## config.mk

```make
export PLATFORM = sky130hd
export DESIGN_NAME = hexedit_top
export DESIGN_NICKNAME = d
export VERILOG_FILES = /design/src/rtl/hexedit_pkg.sv /design/src/rtl/key_front.sv /design/src/rtl/key_decode.sv /design/src/rtl/byte_store.sv /design/src/rtl/edit_fsm.sv /design/src/rtl/hexedit_top.sv
export SDC_FILE = /design/constraint.sdc
export NUM_CORES = 1
export LEC_CHECK = 0
export BUFFER_PORTS_ARGS = -buffer_cell sky130_fd_sc_hd__buf_4
export CAP_MARGIN = 20
export CORE_ASPECT_RATIO = 0.5
export CORE_MARGIN = 2
export CORE_UTILIZATION = 50
export DETAILED_ROUTE_END_ITERATION = 7
export GPL_TIMING_DRIVEN = 0
export PLACE_DENSITY = 0.68
export SLEW_MARGIN = 30
export SYNTH_ARGS = -nofsm -noshare
export SYNTH_HDL_FRONTEND = slang
export SYNTH_SLANG_ARGS = --single-unit
```

## constraint.sdc

```tcl
create_clock -name clk -period 5.33 [get_ports clk]
set_input_delay 0.7995 -clock clk [delete_from_list [all_inputs] [get_ports clk]]
set_output_delay 0.7995 -clock clk [all_outputs]
set_load 0.02 [all_outputs]
```

## src/rtl/hexedit_pkg.sv

```systemverilog
package hexedit_pkg;

    localparam int KEYS = 4;

    typedef enum logic [2:0] {
        OP_NONE,
        OP_INC,
        OP_DEC,
        OP_UP,
        OP_DOWN
    } op_e;

    typedef enum logic {
        ST_CLEAR,
        ST_READY
    } st_e;

    // Active-high {g,f,e,d,c,b,a}
    function automatic logic [6:0] hex_glyph(input logic [3:0] n);
        logic [6:0] s;
        case (n)
            4'h0: s = 7'h3F;
            4'h1: s = 7'h06;
            4'h2: s = 7'h5B;
            4'h3: s = 7'h4F;
            4'h4: s = 7'h66;
            4'h5: s = 7'h6D;
            4'h6: s = 7'h7D;
            4'h7: s = 7'h07;
            4'h8: s = 7'h7F;
            4'h9: s = 7'h6F;
            4'hA: s = 7'h77;
            4'hB: s = 7'h7C;
            4'hC: s = 7'h39;
            4'hD: s = 7'h5E;
            4'hE: s = 7'h79;
            default: s = 7'h71;
        endcase
        return s;
    endfunction

endpackage

```

## src/rtl/key_front.sv

```systemverilog
module key_front #(
    parameter int N = 4
) (
    input  logic         clk,
    input  logic         rst,
    input  logic [N-1:0] key,
    output logic [N-1:0] lvl,
    output logic [N-1:0] rise
);
    for (genvar i = 0; i < N; i++) begin : g_key
        logic s1, s2, prev;
        always_ff @(posedge clk) begin
            if (rst) begin
                s1   <= 1'b0;
                s2   <= 1'b0;
                prev <= 1'b0;
            end else begin
                s1   <= key[i];
                s2   <= s1;
                prev <= s2;
            end
        end
        assign lvl[i]  = s2;
        assign rise[i] = s2 & ~prev;
    end
endmodule

```

## src/rtl/key_decode.sv

```systemverilog
module key_decode
    import hexedit_pkg::*;
(
    input  logic [KEYS-1:0] lvl,
    input  logic [KEYS-1:0] rise,
    output op_e             op
);
    logic solo;

    // Accept only when the rising key is the only key held
    assign solo = (rise != '0) && (rise == lvl) && $onehot(lvl);

    always_comb begin
        op = OP_NONE;
        if (solo) begin
            unique case (lvl)
                4'b1000: op = OP_UP;
                4'b0100: op = OP_DOWN;
                4'b0010: op = OP_INC;
                4'b0001: op = OP_DEC;
                default: op = OP_NONE;
            endcase
        end
    end
endmodule

```

## src/rtl/byte_store.sv

```systemverilog
module byte_store #(
    parameter int AW = 4,
    parameter int DW = 8
) (
    input  logic          clk,
    input  logic          we,
    input  logic [AW-1:0] waddr,
    input  logic [DW-1:0] wdata,
    input  logic [AW-1:0] raddr,
    output logic [DW-1:0] rdata
);
    localparam int DEPTH = 1 << AW;

    logic [DW-1:0] cells [DEPTH];

    always_ff @(posedge clk) begin
        if (we) cells[waddr] <= wdata;
    end

    assign rdata = cells[raddr];
endmodule

```

## src/rtl/edit_fsm.sv

```systemverilog
module edit_fsm
    import hexedit_pkg::*;
#(
    parameter int AW = 4,
    parameter int DW = 8
) (
    input  logic          clk,
    input  logic          rst,
    input  op_e           op,
    input  logic [DW-1:0] rdata,
    output logic          we,
    output logic [AW-1:0] waddr,
    output logic [DW-1:0] wdata,
    output logic [AW-1:0] raddr,
    output logic [AW-1:0] addr,
    output logic [DW-1:0] work,
    output logic          ready
);
    localparam logic [AW-1:0] LAST = {AW{1'b1}};

    st_e           state, state_n;
    logic [AW-1:0] clr_idx, clr_idx_n;
    logic [AW-1:0] addr_n;
    logic [DW-1:0] work_n;

    // State register
    always_ff @(posedge clk) begin
        if (rst) begin
            state   <= ST_CLEAR;
            clr_idx <= '0;
            addr    <= '0;
            work    <= '0;
        end else begin
            state   <= state_n;
            clr_idx <= clr_idx_n;
            addr    <= addr_n;
            work    <= work_n;
        end
    end

    // Next state and outputs
    always_comb begin
        state_n   = state;
        clr_idx_n = clr_idx;
        addr_n    = addr;
        work_n    = work;
        we        = 1'b0;
        waddr     = addr;
        wdata     = work;
        raddr     = addr;
        unique case (state)
            ST_CLEAR: begin
                we        = 1'b1;
                waddr     = clr_idx;
                wdata     = '0;
                clr_idx_n = clr_idx + 1'b1;
                if (clr_idx == LAST) state_n = ST_READY;
            end
            ST_READY: begin
                unique case (op)
                    OP_INC: begin
                        work_n = work + 1'b1;
                        we     = 1'b1;
                        wdata  = work_n;
                    end
                    OP_DEC: begin
                        work_n = work - 1'b1;
                        we     = 1'b1;
                        wdata  = work_n;
                    end
                    OP_UP: begin
                        addr_n = addr + 1'b1;
                        raddr  = addr_n;
                        work_n = rdata;
                    end
                    OP_DOWN: begin
                        addr_n = addr - 1'b1;
                        raddr  = addr_n;
                        work_n = rdata;
                    end
                    default: ;
                endcase
            end
        endcase
    end

    assign ready = (state == ST_READY);
endmodule

```

## src/rtl/hexedit_top.sv

```systemverilog
module hexedit_top
    import hexedit_pkg::*;
#(
    parameter int AW = 4,
    parameter int DW = 8
) (
    input  logic       clk,
    input  logic       rst,
    input  logic [3:0] key,
    output logic [6:0] seg_addr,
    output logic [6:0] seg_hi,
    output logic [6:0] seg_lo
);
    localparam int BYTE_DIGITS = DW / 4;

    logic [KEYS-1:0] key_lvl, key_rise;
    op_e             op;
    logic            we, ready;
    logic [AW-1:0]   waddr, raddr, addr_q;
    logic [DW-1:0]   wdata, rdata, work_q;
    logic [6:0]      byte_seg [BYTE_DIGITS];

    key_front #(.N(KEYS)) u_front (
        .clk (clk),
        .rst (rst),
        .key (key),
        .lvl (key_lvl),
        .rise(key_rise)
    );

    key_decode u_dec (
        .lvl (key_lvl),
        .rise(key_rise),
        .op  (op)
    );

    edit_fsm #(.AW(AW), .DW(DW)) u_fsm (
        .clk  (clk),
        .rst  (rst),
        .op   (op),
        .rdata(rdata),
        .we   (we),
        .waddr(waddr),
        .wdata(wdata),
        .raddr(raddr),
        .addr (addr_q),
        .work (work_q),
        .ready(ready)
    );

    byte_store #(.AW(AW), .DW(DW)) u_store (
        .clk  (clk),
        .we   (we),
        .waddr(waddr),
        .wdata(wdata),
        .raddr(raddr),
        .rdata(rdata)
    );

    for (genvar d = 0; d < BYTE_DIGITS; d++) begin : g_digit
        assign byte_seg[d] = hex_glyph(work_q[4*d +: 4]);
    end

    assign seg_addr = hex_glyph(addr_q);
    assign seg_lo   = byte_seg[0];
    assign seg_hi   = byte_seg[1];
endmodule

```

# Yosys cells after proc, flatten, opt, wreduce, memory -nomap -nowiden
# Memories as Yosys holds them, arrays and structs flattened. A register that Yosys moved wholly into a read port is not among the register bits.
# Index checks and enable logic that the tools add are counted.
# totals
romBits	336
ramBits	128
word_cells	74
memories	4
input_bits	6
regBits	29
# memory_table
name	depth	word_bits	read_ports	rd_clocked_by_memory_dff	write_ports	line_no	text
u_store.cells	16	8	1	0	1	byte_store.sv:14	logic [DW-1:0] cells [DEPTH];
(name not given)	16	7	1	1	0	hexedit_pkg.sv:21	case (n)
(name not given)	16	7	1	1	0	hexedit_pkg.sv:21	
(name not given)	16	7	1	1	0	hexedit_pkg.sv:21	
# classes
n_reduce_logical	7
muxes	19
add_sub_neg	8
bitwise	9
n_eq_ne	11
# ops
op	count
one-hot mux 8 bit (2 select lines)	2
two-way mux 4 bit	7
one-hot mux 8 bit (3 select lines)	1
one-hot mux 3 bit (4 select lines)	1
adder 4 x 1 -> 4 bit (second input constant)	2
adder 8 x 1 -> 8 bit (second input constant)	1
equality test 4 bit (second input constant)	2
one-hot mux 4 bit (2 select lines)	1
subtractor 8 x 1 -> 8 bit (second input constant)	1
equality test 3 x 1 -> 1 bit (second input constant)	2
equality test 3 x 2 -> 1 bit (second input constant)	2
two-way mux 1 bit	5
inverter 1 bit	5
adder 1 x 1 -> 2 bit	2
bitwise AND 1 bit	4
equality test 4 x 1 -> 1 bit (second input constant)	1
equality test 4 x 2 -> 1 bit (second input constant)	1
equality test 4 x 3 -> 1 bit (second input constant)	1
equality test 4 bit	1
nonzero test 4 bit	1
OR reduction 2 bit	2
subtractor 4 x 1 -> 4 bit (second input constant)	1
adder 3 bit	1
equality test 3 bit (second input constant)	1
other kinds (5)	6

# Longest topological paths before layout
# Gate-level depths: netlist of the first run.
# An unclocked memory read counts as a cell.
# depth
word_depth	13
ltp_mapped	24

# By module
# From an unflattened synthesis of the first run, not the netlist that was laid out.
# hier_totals
hier_cells	602
area_unflattened_um2	8040.2
# by_module_without_submodules
module	area_each_um2	cells_each	instances	seq_area_each_um2
byte_store	4987.3	221	1	3843.7
edit_fsm	1644.1	218	1	340.3
hexedit_top	768.2	105	1	0.0
key_front	421.7	33	1	240.2
key_decode	219.0	25	1	0.0

# Worst setup path before layout of the first run
# OpenSTA, ideal clock, no wires.
# synth_timing
path_type	register to register
start	register u_front.g_key[1].s2
end	register, netlist name seg_lo[3]
setup_slack_ps	116
t_arrival_ps	5091
t_required_ps	5207
synth_period_minus_slack_ps	5214
path_stages_with_launch	21
setup_ps	123
path_cell_list	dfxtp_1 inv_1 ha_1 ha_1 fa_1 or2_1 buf_2 nor3_1 fa_1 clkbuf_1 buf_2 clkbuf_1 nor2_1 mux4_2 nor4_1 nor3_2 o31ai_1 inv_1 ha_1 a21oi_1 mux2i_1
# synth_between
elab_chain_cells	12
word_cells_on_any_way	27
# synth_lines
element	line_no	text
start, declared	key_front.sv:11	logic s1, s2, prev;
start signal, assigned	key_front.sv:15	s2 <= 1'b0;
start signal, assigned	key_front.sv:19	s2 <= s1;
adder 1 x 1 -> 2 bit (not written as such) / bitwise AND 1 bit (equally long branches)	key_decode.sv:11, key_front.sv:24	
adder 3 bit (not written as such), or another cell as far along	key_decode.sv:11	assign solo = (rise != '0) && (rise == lvl) && $onehot(lvl);
equality test 3 x 1 -> 1 bit / logical AND 1 bit (equally long branches)	key_decode.sv:11	
logical AND 1 bit	key_decode.sv:11	
two-way mux 3 bit (*)	key_decode.sv:15	if (solo) begin
equality test 3 bit / equality test 3 x 2 -> 1 bit (equally long branches)	edit_fsm.sv:60	unique case (op)
one-hot mux 4 bit (2 select lines)	-	
two-way mux 4 bit	-	
memory read (16 x 8 bit)	-	
one-hot mux 8 bit (3 select lines)	edit_fsm.sv:60	
two-way mux 4 bit (no source line) (*) (2 in a row)	-	
# Every way passes the cells marked *; elsewhere a longest branch is shown, timed or not.
# A chain may end at the register's enable or synchronous reset.

# Worst setup path after layout of the first run
# layout_timing
start	register u_front.g_key[1].s2
end	register, netlist name seg_hi[0]
# layout_between
elab_chain_cells	12
word_cells_on_any_way	27
# layout_lines
element	line_no
adder 1 x 1 -> 2 bit (not written as such) / bitwise AND 1 bit (equally long branches)	key_decode.sv:11, key_front.sv:24
adder 3 bit (not written as such), or another cell as far along	key_decode.sv:11
equality test 3 x 1 -> 1 bit / logical AND 1 bit (equally long branches)	key_decode.sv:11
logical AND 1 bit	key_decode.sv:11
two-way mux 3 bit (*)	key_decode.sv:15
equality test 3 bit / equality test 3 x 2 -> 1 bit (equally long branches)	edit_fsm.sv:60
one-hot mux 4 bit (2 select lines)	-
two-way mux 4 bit	-
memory read (16 x 8 bit)	-
one-hot mux 8 bit (3 select lines)	edit_fsm.sv:60
two-way mux 4 bit (no source line) (*) (2 in a row)	-
# Marks and branches as above.

==> run metrics, run 1 <==
f_max=192 MHz; maximum VDD drop=0.000207 V; Top FF cell, synth=edfxtp_1; Detailed Route WL=26.7 mm; DP HPWL=17.9 mm; CTS Buffer Depth=2; DIE AREA=0.0203 mm2; drt wl/cell=23.5 um; worst setup path startpoint=u_front.g_key[1].s2$_SDFF_PP0_; max-cap violations=0; Period Utilization, post-route=97.7%; core area=0.0185 mm2; final setup fails=0; HP Start=u_front.g_key[3].s1$_SDFF_PP0_; DRT iter0 DRCs=820; power density over the cells=267 mW/mm2; Avg Inst Size Synth=12.0 um2; Syn Inst Count=797; CTS Buf Count=17; Worst Tran Pin Value=0.972 ns; startpoint class of the critical path=register; effective utilization at floorplan=51.5%; relative slew slack=35.2%; final hold vios=0; Port Buffer Count=26; pin count of the biggest net entering global routing=18; CP required=5.67 ns; ys async rst share=0%; first-pass GRT wire length=40.2 mm; outcome=completed; Post-synth EDFFs=128; # rows=35; post-synth top area share=40.3%; share of cells above drive strength 1=24.5%; height of the die=102 um; top post-synthesis cells by area=edfxtp_1 40%, dfxtp_1 10%, mux4_2 9.2%; Slew Limit Fails=0; GRT Total Usage=27.3%; ANT cells=0; Die W=199 um; Setup WS pre-CTS=-0.985 ns; vias per inst=6.37; cts hold-fix bufs=0; Setup WS post-layout=0.122 ns; post-synth top area cell=edfxtp_1; Mapped Area=0.00954 mm2; flops & latches, synth=178; Layout Skew=0.0123 ns; reg2reg start=u_front.g_key[1].s2$_SDFF_PP0_; Final nets=905; non-filler cells, final=1134; TritonRoute pass-1 iters=8; CTS tree=yes; Worst Path Max Fanout=10; Yosys cell types=79; Clk Latency, worst-skew pair=0.45 ns; boundary pin count=27; area grow syn2layout=16.6%; Root Buffer=clkbuf_16; vias in the first global route=6840; initial antenna violation count=0; worst hold path class=register to register; Overflow after GRT=0; ANT nets after route=0; register area share after synthesis=50.8%; top post-synthesis cells by count=128 x edfxtp_1, 70 x nor2_1, 50 x dfxtp_1; CTS sink count=178; CP Capture Type=register; drt drc=0; clk slew on worst S/H paths=0.07 ns; H-tree Lvls=4; Crit path arrival time=5.55 ns; LEAKAGE=0.00365 uW; Vias=7218; Synth warnings=0; Syn Nets=840; routability cong.=0.903; placed cells=1084; fill count=1434; most common cell in the netlist=edfxtp_1; CP Class=register to register; Final min period=5.21 ns
## critical path, stage by stage, from the launching register on
cell	delay (ns)
dfxtp_4	0.37
inv_1	0.07
ha_1	0.31
ha_2	0.20
fa_1	0.46
or2_1	0.25
buf_6	0.16
nor3_4	0.23
buf_4	0.15
fa_2	0.51
buf_8	0.18
buf_4	0.16
mux2i_1	0.12
mux4_2	0.49
nand2_1	0.14
a21oi_4	0.09
a211oi_4	0.37
o31ai_4	0.14
buf_6	0.17
inv_1	0.05
ha_1	0.17
inv_2	0.05
a211o_1	0.25
## timing repair
| action | CTS | global route |
|---|---|---|
| pin swaps | 6 | 9 |
| setup buffers | 5 | 15 |
| resized for setup | 23 | 37 |
| endpoints found under the setup margin | 21 | 14 |
## per-layer routing
metal  global-route usage (%)  part of all wire [%]
met5                        0                     0
met2                     41.7                    44
met3                     8.13                    12
met4                     9.82                   2.8
met1                     37.5                    41
## flip-flops by register name (all words and copies together) (netlist names)
| register | count |
|---|---|
| u_fsm.addr | 4 |
| u_front.g_key.s2 | 4 |
| u_fsm.ready | 1 |
| u_front.g_key.prev | 4 |
| u_store.cells | 128 |
| u_fsm.clr_idx | 4 |
| u_fsm.work | 8 |
| seg_addr | 7 |
| seg_hi | 7 |
| seg_lo | 7 |
| u_front.g_key.s1 | 4 |
## cell type report
class	count	area, um2	area share [%]
Clock inverter	14	173	1.55
Buffer	42	224	2.02
Sequential cell	178	4860	43.7
Multi-Input combinational cell	543	4610	41.5
Clock buffer	18	429	3.86
Inverter	32	120	1.08
Tap cell	259	324	2.92
Timing Repair Buffer	48	372	3.34
## final timing paths
check / endpoint / slack [ns] / cells after the start
setup reg to reg: seg_hi[0]$_DFF_P_ / 0.12 / 22
hold / removal: u_front.g_key[3].s2$_SDFF_PP0_ / 0.44 / 1
hold reg to reg: u_front.g_key[3].s2$_SDFF_PP0_ / 0.44 / 1
setup / recovery: seg_hi[0]$_DFF_P_ / 0.12 / 22
## power by group
part           switching (uW)  internal (uW)  total (uW)  leakage, uW
registers                15.8           1500        1510      0.00148
clock network             603            709        1310     0.000288
logic                    87.8           51.0         139      0.00188
total                     706           2260        2960      0.00365
## through the flow
step	power [uW]	setup TNS (ns)	hold slack (ns)	cell area, um2	utilization (%)
floorplan	1620	0	0.414	9540	-
global placement	1660	-12.70	0.429	10100	54.3
detailed placement	1670	-13.45	0.428	10100	54.7
CTS	2960	0	0.445	10900	58.7
global route	3040	-0.103	0.455	11100	60.0
finish	2960	0	0.441	11100	60.0
## cell usage in the layout (no fill, tap or decap), types with 7 or more instances in the layout
master and count:
mux4_2 39, nor2b_1 16, clkbuf_16 17, inv_1 25, buf_6 8, a21oi_1 30
mux2i_1 45, a31oi_1 10, buf_4 46, nand2_1 46, edfxtp_1 128, and3_1 7
dfxtp_1 46, o21ai_0 28, clkbuf_1 21, ha_1 32, nor3_1 27, nor2_2 16
nand3_1 22, a211oi_1 9, nor2_1 54, mux2_2 9
## cell families (layout without fill, tap and decap cells)
family,after synthesis,in the layout,synth area share [%]
adder cells (fa/ha/maj),37,37,5.01
XOR/XNOR,11,11,1.09
buffers and inverters,76,154,3.41
multiplexers,95,95,15.2
AND/OR/NAND/NOR,236,236,12.3
AO/OA/AOI/OAI,164,164,12.1
flip-flops,178,178,50.8
Note: power is estimated with default switching activity, not from simulation.
==> run 2: changes to the inputs <==
--- a/config.mk
+++ b/config.mk
@@ -7,7 +7,7 @@
 export LEC_CHECK = 0
 export BUFFER_PORTS_ARGS = -buffer_cell sky130_fd_sc_hd__buf_4
 export CAP_MARGIN = 20
-export CORE_ASPECT_RATIO = 0.5
+export CORE_ASPECT_RATIO = 0.7
 export CORE_MARGIN = 2
 export CORE_UTILIZATION = 50
 export DETAILED_ROUTE_END_ITERATION = 7
==> run metrics, run 2 (synthesized netlist as in run 1, its figures left out) <==
outcome=completed; CP Capture Type=register; CTS Buffer Depth=2; R2R setup slack=0.14 ns; effective utilization at floorplan=50.7%; max-cap violations=0; leading registers by flop count=u_store.cells x128, u_fsm.work x8; Vias=7412; Port Buffer Count=26; Period Utilization, post-route=97.3%; Worst Tran Pin Value=1.06 ns; Top reg by flops=u_store.cells; Detailed Route WL=28.5 mm; Die W=169 um; vias in the first global route=6972; Final nets=915; share of cells above drive strength 1=26.2%; cts hold-fix bufs=0; Final Util=59.4%; DP HPWL=19.9 mm; Setup WS pre-CTS=-1.27 ns; startpoint class of the critical path=register; ANT nets after route=0; LEAKAGE=0.00369 uW; CP required=5.67 ns; Slew Limit Fails=0; final hold vios=0; maximum VDD drop=0.000187 V; Crit path arrival time=5.53 ns; final setup fails=0; Crit path largest cell delay=0.80 ns; core area=0.0188 mm2; max reg flops=128; reg2reg path depth=15; pin count of the biggest net entering global routing=17; boundary pin count=27; post-placement cell area=0.0101 mm2; f_max=193 MHz; Final min period=5.19 ns; end of the worst register-to-register path=seg_lo[0]$_DFF_P_; Worst path slowest cell=a21oi_1; Layout Skew=0.0106 ns; hold depth=1; Finished Cell Area=0.0112 mm2; # rows=42; vias per inst=6.58; TritonRoute pass-1 iters=5; area grow syn2layout=17.1%; power density over the cells=258 mW/mm2; commonest cells after routing, fill and taps aside=128 x edfxtp_1, 59 x buf_4, 54 x nor2_1; relative slew slack=29.2%; DIE AREA=0.0202 mm2; GRT Total Usage=28.6%; worst hold path class=register to register; clk slew on worst S/H paths=0.07 ns; CP Class=register to register; drt wl/cell=25.3 um; CTS tree=yes; height of the die=120 um; ANT cells=0; HP Start=u_front.g_key[1].s1$_SDFF_PP0_; Root Buffer=clkbuf_16; most common cell after layout, fill and taps aside=edfxtp_1; CTS sink count=178; initial antenna violation count=0; Clk Latency, worst-skew pair=0.45 ns; Worst Path Buf+Inv=3; Top delay family on crit path=compound AO/OA/AOI/OAI gates; Worst Path Max Fanout=10; H-tree Lvls=4; CTS Buf Count=17; first-pass GRT wire length=42.4 mm; drt drc=0; Setup WS post-layout=0.142 ns; routability cong.=0.965; DRT iter0 DRCs=1023; Overflow after GRT=0; reg2reg start=u_front.g_key[3].s2$_SDFF_PP0_; ordered list of cells on the worst path=inv_1, ha_1, ha_2, fa_1, or2_4, buf_6, nor2_1, nand2_1, a21oi_1, o2111ai_1, a2111o_1, nand3_2, inv_2, xnor2_1, a211o_1; hold-critical path endpoint=u_front.g_key[1].s2$_SDFF_PP0_
[run 2: cell count changes in the layout (fill, tap and decap cells not counted), moves of 2 or more]
cell and delta:
buf_4 +13, buf_6 -5, clkinv_2 +3, buf_2 +2, inv_1 -2, inv_8 -2
[run 2: cell type report]
type                       count  area [um2]
fill                        1484        7650
timing repair buffer          59         462
buffer                        41         219
tap                          242         303
sequential                   178        4860
multi-input combinational    543        4640
inverter                      32         123
clock inverter                14         128
clock buffer                  18         429
[run 2: worst register-to-register path, cell delays in order, from the launching register on]
cell       delay (ns)
dfxtp_4          0.37
inv_1            0.07
ha_1             0.30
ha_2             0.18
fa_1             0.43
or2_4            0.25
buf_6            0.14
nor2_1           0.36
nand2_1          0.45
a21oi_1          0.80
o2111ai_1        0.40
a2111o_1         0.51
nand3_2          0.23
inv_2            0.13
xnor2_1          0.15
a211o_1          0.29
[run 2: what timing repair did]
item / 4_1_cts / 5_1_grt
hold endpoints to repair: 0 / 0
setup endpoints to repair: 23 / 14
setup buffers: 10 / 20
resized for setup: 38 / 27
gates cloned: 0 / 2
pin swaps: 7 / 21
[run 2: where the power goes]
part	internal [uW]	switching, uW
Sequential	1500	15.5
Combinational	54.0	91.0
Clock	650	573
Total	2200	680
[run 2: worst max-delay path by stage]
stage                     slack (ns)           endpoint                            from  depth (start not counted)
after global placement         -0.93  seg_lo[5]$_DFF_P_  u_front.g_key[1].s2$_SDFF_PP0_                         20
after detailed placement       -1.27  seg_lo[5]$_DFF_P_  u_front.g_key[1].s2$_SDFF_PP0_                         20
after CTS                      0.006  seg_hi[3]$_DFF_P_  u_front.g_key[1].s2$_SDFF_PP0_                         20
after floorplan                 0.12  seg_lo[3]$_DFF_P_  u_front.g_key[1].s2$_SDFF_PP0_                         20
after global routing          -0.006  seg_lo[0]$_DFF_P_  u_front.g_key[0].s2$_SDFF_PP0_                         21
final                           0.14  seg_lo[0]$_DFF_P_  u_front.g_key[3].s2$_SDFF_PP0_                         15
[run 2: per-stage QoR]
stage	total power, uW	std cells	TNS, ns	hold slack, ns
after global routing	2950	1127	-0.00588	0.449
after detailed placement	1670	1066	-15.70	0.438
after CTS	2870	1107	0	0.444
after floorplan	1620	797	0	0.414
final	2880	1127	0	0.441
after global placement	1660	1065	-11.92	0.419
[run 2: per-layer routing]
metal  global-route usage [%]  part of all wire (%)  vias to the layer above
met2                     40.3                    43                      489
met1                     43.2                    43                     3652
met3                     7.29                    12                       60
met5                        0                     0                        -
li1                         -                     -                     3211
met4                     9.51                   2.5                        0
==> run 3: changes to the inputs <==
--- a/config.mk
+++ b/config.mk
@@ -9,10 +9,10 @@
 export CAP_MARGIN = 20
 export CORE_ASPECT_RATIO = 0.7
 export CORE_MARGIN = 2
-export CORE_UTILIZATION = 50
+export CORE_UTILIZATION = 35
 export DETAILED_ROUTE_END_ITERATION = 7
 export GPL_TIMING_DRIVEN = 0
-export PLACE_DENSITY = 0.68
+export PLACE_DENSITY = 0.51
 export SLEW_MARGIN = 30
 export SYNTH_ARGS = -nofsm -noshare
 export SYNTH_HDL_FRONTEND = slang
==> run metrics, run 3 (synthesized netlist as in run 1, its figures left out) <==
outcome=completed; RSZ-0062 raised after global routing=true; setup tns final=0 ns; Period Utilization, post-route=97.8%; Setup WS post-layout=0.118 ns; ordered list of cells on the worst path=inv_1, ha_1, ha_2, fa_1, or2_1, buf_6, nor3_4, ha_1, a21o_1, a21oi_2, mux2_4, nor3_4, nor2_4, buf_4, o31a_1, a211oi_4, o31ai_4, buf_4, buf_4, ha_1, o221a_1; reg2reg start=u_front.g_key[1].s2$_SDFF_PP0_; final setup fails=0; Worst Path Buf+Inv=5; Setup crit end=seg_hi[4]$_DFF_P_; final hold vios=0; max reg flops=128; startpoint class of the critical path=register; Final min period=5.21 ns; Worst Hold Slack=0.441 ns; CP Capture Type=register; Overflow after GRT=0; f_max=192 MHz; vias per inst=5.72; Die W=201 um; initial antenna violation count=0; Top delay family on crit path=adder cells; LEAKAGE=0.00367 uW; relative slew slack=34.2%; CTS tree=yes; met2 Track Usage GR=27.3%; Final nets=915; end of the worst register-to-register path=seg_hi[4]$_DFF_P_; R2R setup slack=0.12 ns; reg2reg path depth=21; busiest layer in global routing=met1; Setup WS pre-CTS=-1.17 ns; fill count=2572; CTS sink count=178; Layout Skew=0.0129 ns; drt drc=0; DRT iter0 DRCs=659; effective utilization at floorplan=35.6%; Slew Limit Fails=0; clk slew on worst S/H paths=0.06 ns; Crit path arrival time=5.53 ns; vias in the first global route=6679; CTS Buffer Depth=2; Final Util=42.3%; commonest cells after routing, fill and taps aside=128 x edfxtp_1, 59 x buf_4, 51 x nor2_1; boundary pin count=27; power density over the cells=253 mW/mm2; cts hold-fix bufs=0; DIE AREA=0.0286 mm2; ANT nets after route=0; Top reg by flops=u_store.cells; share of cells above drive strength 1=25.9%; leading registers by flop count=u_store.cells x128, u_fsm.work x8; ANT cells=0; max-cap violations=0; worst hold path class=register to register; worst setup path startpoint=u_front.g_key[1].s2$_SDFF_PP0_; area grow syn2layout=18.8%; drt wl/cell=23.1 um; post-placement cell area=0.0103 mm2; Worst Path Max Fanout=10; routability cong.=0.879; H-tree Lvls=4; CP required=5.65 ns; pin count of the biggest net entering global routing=17; Worst Tran Pin Value=0.981 ns; CTS Buf Count=17; M1 GR Usage=32.3%; critical path depth=21; Port Buffer Count=26; Clk Latency, worst-skew pair=0.45 ns; GRT Total Usage=20.4%; core area=0.0268 mm2; Vias=7126; DP HPWL=20.1 mm; global-route met3 utilization=5.77%; height of the die=142 um; Worst path slowest cell=fa_1; most common cell after layout, fill and taps aside=edfxtp_1; Detailed Route WL=28.7 mm; first-pass GRT wire length=42.9 mm; Crit path largest cell delay=0.47 ns; CP Class=register to register; Finished Cell Area=0.0113 mm2; maximum VDD drop=0.000235 V; TritonRoute pass-1 iters=5; # rows=50; Root Buffer=clkbuf_16
==> run 3: layout make-up <==
type                       instances  area (um2)  area share [%]
sequential                       178        4850            42.9
multi-input combinational        544        4700            41.5
tap                              364         455            4.02
timing repair buffer              58         448            3.96
clock buffer                      20         437            3.86
buffer                            41         214            1.89
inverter                          32         125            1.10
clock inverter                     9        92.6           0.818
==> run 3: layer usage <==
metal	wire (um)	vias up	share of wire, %
met1	14600	3580	51
met2	11300	328	39
met3	2640	18	9.2
li1	-	3200	-
met4	187	0	0.65
met5	0	-	0
==> run 3: worst min-delay path by stage <==
stage,slack [ns],end,cells after the start,start
5_1_grt,0.44,u_front.g_key[1].s2$_SDFF_PP0_,1,u_front.g_key[1].s1$_SDFF_PP0_
2_1_floorplan,0.41,u_front.g_key[0].s2$_SDFF_PP0_,1,u_front.g_key[0].s1$_SDFF_PP0_
3_3_place_gp,0.42,u_front.g_key[1].s2$_SDFF_PP0_,1,u_front.g_key[1].s1$_SDFF_PP0_
6_report,0.44,u_front.g_key[1].s2$_SDFF_PP0_,1,u_front.g_key[1].s1$_SDFF_PP0_
4_1_cts,0.44,u_front.g_key[1].s2$_SDFF_PP0_,1,u_front.g_key[1].s1$_SDFF_PP0_
3_5_place_dp,0.43,u_front.g_key[1].s2$_SDFF_PP0_,1,u_front.g_key[1].s1$_SDFF_PP0_
==> run 3: report_power, final <==
| group | leakage, uW | total (uW) | internal (uW) | switching [uW] |
|---|---|---|---|---|
| Combinational | 0.00194 | 142 | 52.0 | 89.7 |
| Clock | 0.000252 | 1210 | 673 | 532 |
| Sequential | 0.00148 | 1510 | 1500 | 15.8 |
==> run 3: per-stage QoR <==
step / instances / total power [uW]
after floorplan: 797 / 1620
after global placement: 1187 / 1670
after detailed placement: 1189 / 1670
after CTS: 1226 / 2860
after global routing: 1246 / 2940
final: 1246 / 2860
==> run 3: timing repair <==
| action | in CTS | in global routing |
|---|---|---|
| pin swaps | 8 | 15 |
| setup buffers | 10 | 20 |
| setup endpoints to repair | 26 | 14 |
| resized for setup | 30 | 39 |
| cloned | 0 | 1 |
